### config.mk
export PLATFORM = sky130hd
export DESIGN_NAME = sysbus_fabric
export DESIGN_NICKNAME = d
export VERILOG_FILES = /design/src/rtl/sysbus_pkg.sv /design/src/rtl/sysbus_arb.sv /design/src/rtl/sysbus_target.sv /design/src/rtl/sysbus_tmo.sv /design/src/rtl/sysbus_fabric.sv
export SDC_FILE = /design/constraint.sdc
export NUM_CORES = 2
export LEC_CHECK = 0
export ABC_AREA = 1
export BUFFER_PORTS_ARGS = -buffer_cell sky130_fd_sc_hd__buf_2
export CAP_MARGIN = 20
export CELL_PAD_IN_SITES_DETAIL_PLACEMENT = 1
export CELL_PAD_IN_SITES_GLOBAL_PLACEMENT = 1
export CORE_ASPECT_RATIO = 0.9
export CORE_UTILIZATION = 30
export DETAILED_ROUTE_END_ITERATION = 10
export PLACE_DENSITY = 0.65
export SYNTH_ARGS = -nofsm -noshare
export SYNTH_HDL_FRONTEND = slang
export SYNTH_SLANG_ARGS = --single-unit
### constraint.sdc
create_clock -name clk -period 4.3 [get_ports clk]
set_clock_uncertainty 0.2 [all_clocks]
set_input_delay 0.215 -clock clk [delete_from_list [all_inputs] [get_ports clk]]
set_output_delay 0.215 -clock clk [all_outputs]
set_load 0.005 [all_outputs]
### src/rtl/sysbus_pkg.sv
package sysbus_pkg;
   localparam int STRB_W   = 4;
   localparam int STB_MRD  = 0;
   localparam int STB_MWR  = 1;
   localparam int STB_IORD = 2;
   localparam int STB_IOWR = 3;
endpackage

### src/rtl/sysbus_arb.sv
module sysbus_arb #(
   parameter int NM = 2
) (
   input  logic          clk,
   input  logic          rst_n,
   input  logic [NM-1:0] req,
   output logic [NM-1:0] gnt
);
   if (NM < 2) begin : g_bad_nm
      $error("sysbus_arb: NM must be at least 2");
   end

   logic [NM-1:0] gnt_q, gnt_d, pick;
   logic          keep;

   always_comb begin
      pick = '0;
      for (int i = NM - 1; i >= 0; i--) begin
         if (req[i]) begin
            pick    = '0;
            pick[i] = 1'b1;
         end
      end
      keep  = |(gnt_q & req);
      gnt_d = keep ? gnt_q : pick;
   end

   always_ff @(posedge clk or negedge rst_n) begin
      if (!rst_n) gnt_q <= '0;
      else        gnt_q <= gnt_d;
   end

   assign gnt = gnt_q;


   gnt_onehot_chk: assert property (@(posedge clk) disable iff (!rst_n)
      $onehot0(gnt_q));


   prio_first_chk: assert property (@(posedge clk) disable iff (!rst_n)
      (req[0] && !(|(gnt_q & req))) |=> gnt_q[0]);

   for (genvar i = 0; i < NM; i++) begin : g_own

      hold_own_chk: assert property (@(posedge clk) disable iff (!rst_n)
         (gnt_q[i] && req[i]) |=> gnt_q[i]);

      gnt_from_req_chk: assert property (@(posedge clk) disable iff (!rst_n)
         $rose(gnt_q[i]) |-> $past(req[i]));
   end
endmodule

### src/rtl/sysbus_target.sv
module sysbus_target
   import sysbus_pkg::*;
#(
   parameter int AW       = 8,
   parameter int DW       = 8,
   parameter bit IO_SPACE = 1'b0,
   parameter int DEPTH    = 128
) (
   input  logic              clk,
   input  logic              rst_n,
   input  logic [STRB_W-1:0] strb,
   input  logic [AW-1:0]     addr,
   input  logic [DW-1:0]     wdata,
   output logic [DW-1:0]     rdata,
   output logic              ack
);
   localparam int IW     = $clog2(DEPTH);
   localparam int RD_BIT = IO_SPACE ? STB_IORD : STB_MRD;
   localparam int WR_BIT = IO_SPACE ? STB_IOWR : STB_MWR;

   if (DEPTH < 2 || (1 << IW) != DEPTH) begin : g_bad_depth
      $error("sysbus_target: DEPTH must be a power of two of at least 2");
   end
   if (IW > AW - 1) begin : g_bad_iw
      $error("sysbus_target: DEPTH exceeds the space below the select bit");
   end

   logic          sel, lone, rd, wr, ack_q;
   logic [IW-1:0] idx;
   logic [DW-1:0] store [DEPTH];

   assign sel  = (addr[AW-1] == IO_SPACE);
   assign lone = $onehot(strb);
   assign rd   = sel && lone && strb[RD_BIT];
   assign wr   = sel && lone && strb[WR_BIT];
   assign idx  = addr[IW-1:0];

   for (genvar w = 0; w < DEPTH; w++) begin : g_word
      always_ff @(posedge clk or negedge rst_n) begin
         if (!rst_n)                      store[w] <= '0;
         else if (wr && idx == IW'(w))    store[w] <= wdata;
      end
   end

   always_ff @(posedge clk or negedge rst_n) begin
      if (!rst_n) ack_q <= 1'b0;
      else        ack_q <= (rd || wr) && !ack_q;
   end

   assign rdata = rd ? store[idx] : '0;
   assign ack   = ack_q;


   ack_pulse_chk: assert property (@(posedge clk) disable iff (!rst_n)
      ack |=> !ack);


   ack_hit_chk: assert property (@(posedge clk) disable iff (!rst_n)
      ack |-> $past(sel && lone));
endmodule

### src/rtl/sysbus_tmo.sv
module sysbus_tmo #(
   parameter int LIMIT = 8
) (
   input  logic clk,
   input  logic rst_n,
   input  logic active,
   input  logic ack,
   output logic err
);
   localparam int CW = $clog2(LIMIT + 1);

   if (LIMIT < 2) begin : g_bad_limit
      $error("sysbus_tmo: LIMIT must be at least 2");
   end

   logic [CW-1:0] cnt;

   always_ff @(posedge clk or negedge rst_n) begin
      if (!rst_n)                    cnt <= '0;
      else if (!active || ack)       cnt <= '0;
      else if (cnt != CW'(LIMIT))    cnt <= cnt + 1'b1;
   end

   assign err = active && (cnt == CW'(LIMIT));


   err_no_ack_chk: assert property (@(posedge clk) disable iff (!rst_n)
      err |-> !ack);


   err_after_wait_chk: assert property (@(posedge clk) disable iff (!rst_n)
      err |-> $past(active));
endmodule

### src/rtl/sysbus_fabric.sv
module sysbus_fabric
   import sysbus_pkg::*;
#(
   parameter int AW       = 8,
   parameter int DW       = 8,
   parameter int IO_PORTS = 8,
   parameter int TMO_CYC  = 8
) (
   input  logic              clk,
   input  logic              rst_n,
   input  logic              m0_req,
   input  logic [STRB_W-1:0] m0_strb,
   input  logic [AW-1:0]     m0_addr,
   input  logic [DW-1:0]     m0_wdata,
   output logic              m0_gnt,
   output logic              m0_ack,
   output logic              m0_err,
   output logic [DW-1:0]     m0_rdata,
   input  logic              m1_req,
   input  logic [STRB_W-1:0] m1_strb,
   input  logic [AW-1:0]     m1_addr,
   input  logic [DW-1:0]     m1_wdata,
   output logic              m1_gnt,
   output logic              m1_ack,
   output logic              m1_err,
   output logic [DW-1:0]     m1_rdata
);
   localparam int NM        = 2;
   localparam int MEM_WORDS = 2 ** (AW - 1);

   if (AW < 3) begin : g_bad_aw
      $error("sysbus_fabric: AW must be at least 3");
   end
   if (IO_PORTS > MEM_WORDS) begin : g_bad_io
      $error("sysbus_fabric: IO_PORTS exceeds the I/O address space");
   end

   logic [NM-1:0]     req, gnt;
   logic [STRB_W-1:0] strb_a  [NM];
   logic [AW-1:0]     addr_a  [NM];
   logic [DW-1:0]     wdata_a [NM];

   assign req        = {m1_req, m0_req};
   assign strb_a[0]  = m0_strb;
   assign strb_a[1]  = m1_strb;
   assign addr_a[0]  = m0_addr;
   assign addr_a[1]  = m1_addr;
   assign wdata_a[0] = m0_wdata;
   assign wdata_a[1] = m1_wdata;

   sysbus_arb #(.NM(NM)) u_arb (
      .clk   (clk),
      .rst_n (rst_n),
      .req   (req),
      .gnt   (gnt)
   );

   logic [STRB_W-1:0] bus_strb;
   logic [AW-1:0]     bus_addr;
   logic [DW-1:0]     bus_wdata, bus_rdata, mem_rdata, io_rdata;
   logic              mem_ack, io_ack, bus_ack, bus_err;

   always_comb begin
      bus_strb  = '0;
      bus_addr  = '0;
      bus_wdata = '0;
      for (int i = 0; i < NM; i++) begin
         bus_strb  |= strb_a[i]  & {STRB_W{gnt[i]}};
         bus_addr  |= addr_a[i]  & {AW{gnt[i]}};
         bus_wdata |= wdata_a[i] & {DW{gnt[i]}};
      end
   end

   sysbus_target #(.AW(AW), .DW(DW), .IO_SPACE(1'b0), .DEPTH(MEM_WORDS)) u_mem (
      .clk   (clk),
      .rst_n (rst_n),
      .strb  (bus_strb),
      .addr  (bus_addr),
      .wdata (bus_wdata),
      .rdata (mem_rdata),
      .ack   (mem_ack)
   );

   sysbus_target #(.AW(AW), .DW(DW), .IO_SPACE(1'b1), .DEPTH(IO_PORTS)) u_io (
      .clk   (clk),
      .rst_n (rst_n),
      .strb  (bus_strb),
      .addr  (bus_addr),
      .wdata (bus_wdata),
      .rdata (io_rdata),
      .ack   (io_ack)
   );

   assign bus_rdata = mem_rdata | io_rdata;
   assign bus_ack   = mem_ack | io_ack;

   sysbus_tmo #(.LIMIT(TMO_CYC)) u_tmo (
      .clk    (clk),
      .rst_n  (rst_n),
      .active (|bus_strb),
      .ack    (bus_ack),
      .err    (bus_err)
   );

   assign m0_gnt   = gnt[0];
   assign m1_gnt   = gnt[1];
   assign m0_ack   = bus_ack & gnt[0];
   assign m1_ack   = bus_ack & gnt[1];
   assign m0_err   = bus_err & gnt[0];
   assign m1_err   = bus_err & gnt[1];
   assign m0_rdata = bus_rdata & {DW{gnt[0]}};
   assign m1_rdata = bus_rdata & {DW{gnt[1]}};


   ack_exclusive_chk: assert property (@(posedge clk) disable iff (!rst_n)
      !(mem_ack && io_ack));


   rdata_idle_chk: assert property (@(posedge clk) disable iff (!rst_n)
      (bus_rdata != '0) |-> (bus_strb[STB_MRD] || bus_strb[STB_IORD]));
endmodule

==> metrics.txt <==
Fin. Hold Viols 0; FILL cells 21600; worst setup path class flip-flop to output port; CP startpoint kind flip-flop; most frequent cell after synthesis nand2_1; routed vias 49000; crit path max fanout 41; syn_nets 7313; asr flop ratio synth 1.00; hold_ws 0.0252 ns; initial detailed-routing violation count 3604; FF-to-FF setup slack 0.19 ns; worst setup path end m0_rdata[4]; largest net degree at the start of global routing 112; Yosys reg bits 1096; Mapped Avg Cell Area 7.40 sq um; number of global-route vias before repair 50500; VDD IR max 0.000463 V; fmax 232 MHz; hold path depth 4; Switching Fraction 0.315; first-pass GRT wire length 315 mm; status finished with violations; Max Cap Viol 0; unique cell type count in the Yosys netlist 31; Die Width 448 um; Req. time, crit path 3.88 ns; Synth Instances 7265; core area 178000 sq um; dominant cell type by area after synthesis dfrtp_1; DRC violations left 0; top cells by count, synth 3023 x nand2_1, 1326 x o21ai_0, 1096 x dfrtp_1, 541 x inv_1, 467 x clkbuf_1; die height 404 um; CTS buffer count 136; total grt overflow 0; NetSw 9.00 mW; WL final 206 mm; top post-synthesis cells by area dfrtp_1 51%, nand2_1 21%, o21ai_0 12%; Final Cycle Share 1.00; starting density of the core 0.302; Final WS setup -0.0122 ns; top_reg_cell synth dfrtp_1; internal power 19.6 mW; Pleak 30.4 nW; mapped cell area 53800 sq um; final core utilization 0.361; drt via density 5.00; worst reg2reg endpoint u_mem.store[936]; sum of negative setup slack -0.0163 ns; clk_lat worst skew 0.77 ns; port buffer count 65; TritonCTS clock tree done; R2R depth 15; clock slew at reported path FFs 0.06 ns; area delta synth->final 19.5%; Routed Antenna Nets 0; fin nets 7357; post-DP HPWL 121 mm; H-tree depth 4; RR Startpoint u_arb.gnt[0]; Total GRT Usage 0.225; Yosys top cell area share 0.510; clock root buffer clkbuf_16; routability-driven placement congestion ratio 0.845; Post-synth EDFFs 0; power per cell area 444 nW/um^2; crit path time final 4.31 ns; RSZ-0062 raised after global routing true; sequential-to-total area share from yosys stat 0.510; FP Rows 147; initial antenna violation count 5; Worst Path Arrival 3.90 ns; Comb pwr share 0.202; Worst Tran Pin Value 1.09 ns; worst slack at placement 0.0198 ns; Crit. Startpoint u_arb.gnt[0]; # IOs 66; WL/cell 21.0 um; Clk network pwr share 0.405; Flop pwr share 0.393; TritonCTS Sinks 1096; failing checks negative setup slack; min-delay worst type input pin to flip-flop; Die Area 181000 sq um; share of cells above drive strength 1 0.0973; number of synthesis warnings 0; Slew Viols, Final 0; CTS Buffer Depth 3; relative slew slack 0.273; Worst Setup End Kind output port; Initial DRT Pass Iterations 6; Final setup viols 2
==> state kept, by name, summed over array words and instances (netlist names) <==
register and count:
u_arb.gnt 2, u_io.ack 1, u_io.store 64, u_mem.ack 1, u_mem.store 1024, u_tmo.cnt 4
==> logic make-up (layout without fill, tap and decap cells) <==
family                   Yosys count  in the layout  synth area share
other                              0              4                 0
AO/OA/AOI/OAI                   1417           1417             0.134
adder cells (fa/ha/maj)            4              4           0.00107
buffers and inverters           1069           1215            0.0751
flip-flops                      1096           1096             0.510
AND/OR/NAND/NOR                 3677           3678             0.280
XOR/XNOR                           2              2          0.000326
==> critical path, cell delays in order, from the launching register on <==
cell	delay, ns
dfrtp_2	0.49
buf_8	0.19
nand2_1	0.11
o21ai_4	0.09
buf_4	0.16
buf_12	0.16
buf_16	0.24
o21ai_0	0.09
nand2_1	0.18
nand2_1	0.12
nand2_1	0.08
o21ai_2	0.20
buf_4	0.14
nand3_1	0.12
nor2_2	0.14
nand2_2	0.16
a21oi_1	0.19
buf_2	0.14
==> per-layer routing <==
layer | up-vias | GRT usage | part of all wire
li1 | 23000 | - | -
met3 | 259 | 0.0334 | 0.049
met4 | 2 | 0.0643 | 0.024
met1 | 24600 | 0.319 | 0.47
met5 | - | 0 | 0.000039
met2 | 1093 | 0.355 | 0.45
==> how the worst min path moves through the flow <==
| stage | startpoint | to | slack [ns] |
|---|---|---|---|
| 2_1_floorplan | rst_n | u_arb.gnt[0] | -0.28 |
| 3_3_place_gp | rst_n | u_io.store[55] | 0.20 |
| 3_5_place_dp | rst_n | u_io.store[57] | 0.21 |
| 4_1_cts | m0_wdata[0] | u_io.store[0] | 0.0006 |
| 5_1_grt | m1_wdata[7] | u_io.store[7] | 0.04 |
| 6_report | m1_wdata[7] | u_io.store[7] | 0.03 |
==> stage by stage <==
| step | instances | instance area [sq um] | total power, mW |
|---|---|---|---|
| finish | 9800 | 64300 | 28.6 |
| global route | 9797 | 64300 | 29.8 |
| CTS | 9775 | 63600 | 28.6 |
| detailed placement | 9481 | 58100 | 16.7 |
| global placement | 9481 | 58100 | 16.5 |
| floorplan | 7265 | 53800 | 14.3 |
==> cell type report <==
class	instances	area [sq um]	share of cell area
diodes	4	10.0	0.000156
clock buffers	207	4070	0.0633
clock inverters	34	373	0.00580
inverters	558	2160	0.0337
multi-input cells	5101	22800	0.355
flip-flops and latches	1096	27400	0.427
well taps	2384	2980	0.0464
repair buffers	416	4460	0.0693
==> repair_timing <==
| action | 4_1_cts | 5_1_grt |
|---|---|---|
| endpoints found under the hold margin | 228 | 0 |
| buffers inserted | 21 | 8 |
| hold buffers | 23 | 0 |
| pin swaps | 13 | 24 |
| gates cloned | 9 | 14 |
| endpoints found under the setup margin | 22 | 34 |
| gates resized for setup | 98 | 70 |
==> power groups by stage <==
stage               sequential [mW]  combinational [mW]  clock [mW]
floorplan                      11.3                2.95           0
global placement               11.4                5.18           0
detailed placement             11.4                5.27           0
CTS                            11.2                5.59        11.8
global route                   11.3                6.33        12.2
finish                         11.2                5.77        11.6
==> layout by cell type, fill, tap and decap left out, types with 15 or more instances in the layout <==
cell           netlist  final
nand2_1           3023   3002
o21ai_0           1326   1321
dfrtp_1           1096   1094
inv_1              541    533
nand3b_1           252    252
buf_4                1    226
nor2_1             264    225
clkbuf_16            0    155
nand3_1             76     70
buf_2               20     64
nand4_1             50     50
buf_12               0     46
clkbuf_1           467     38
o22ai_1             33     33
nor2_2               3     32
a21oi_1             40     31
clkbuf_8             0     27
clkinv_2             0     22
dlygate4sd3_1        0     22
buf_16               0     18
nand2_2              0     15
Power figures use the tool's default switching activity.
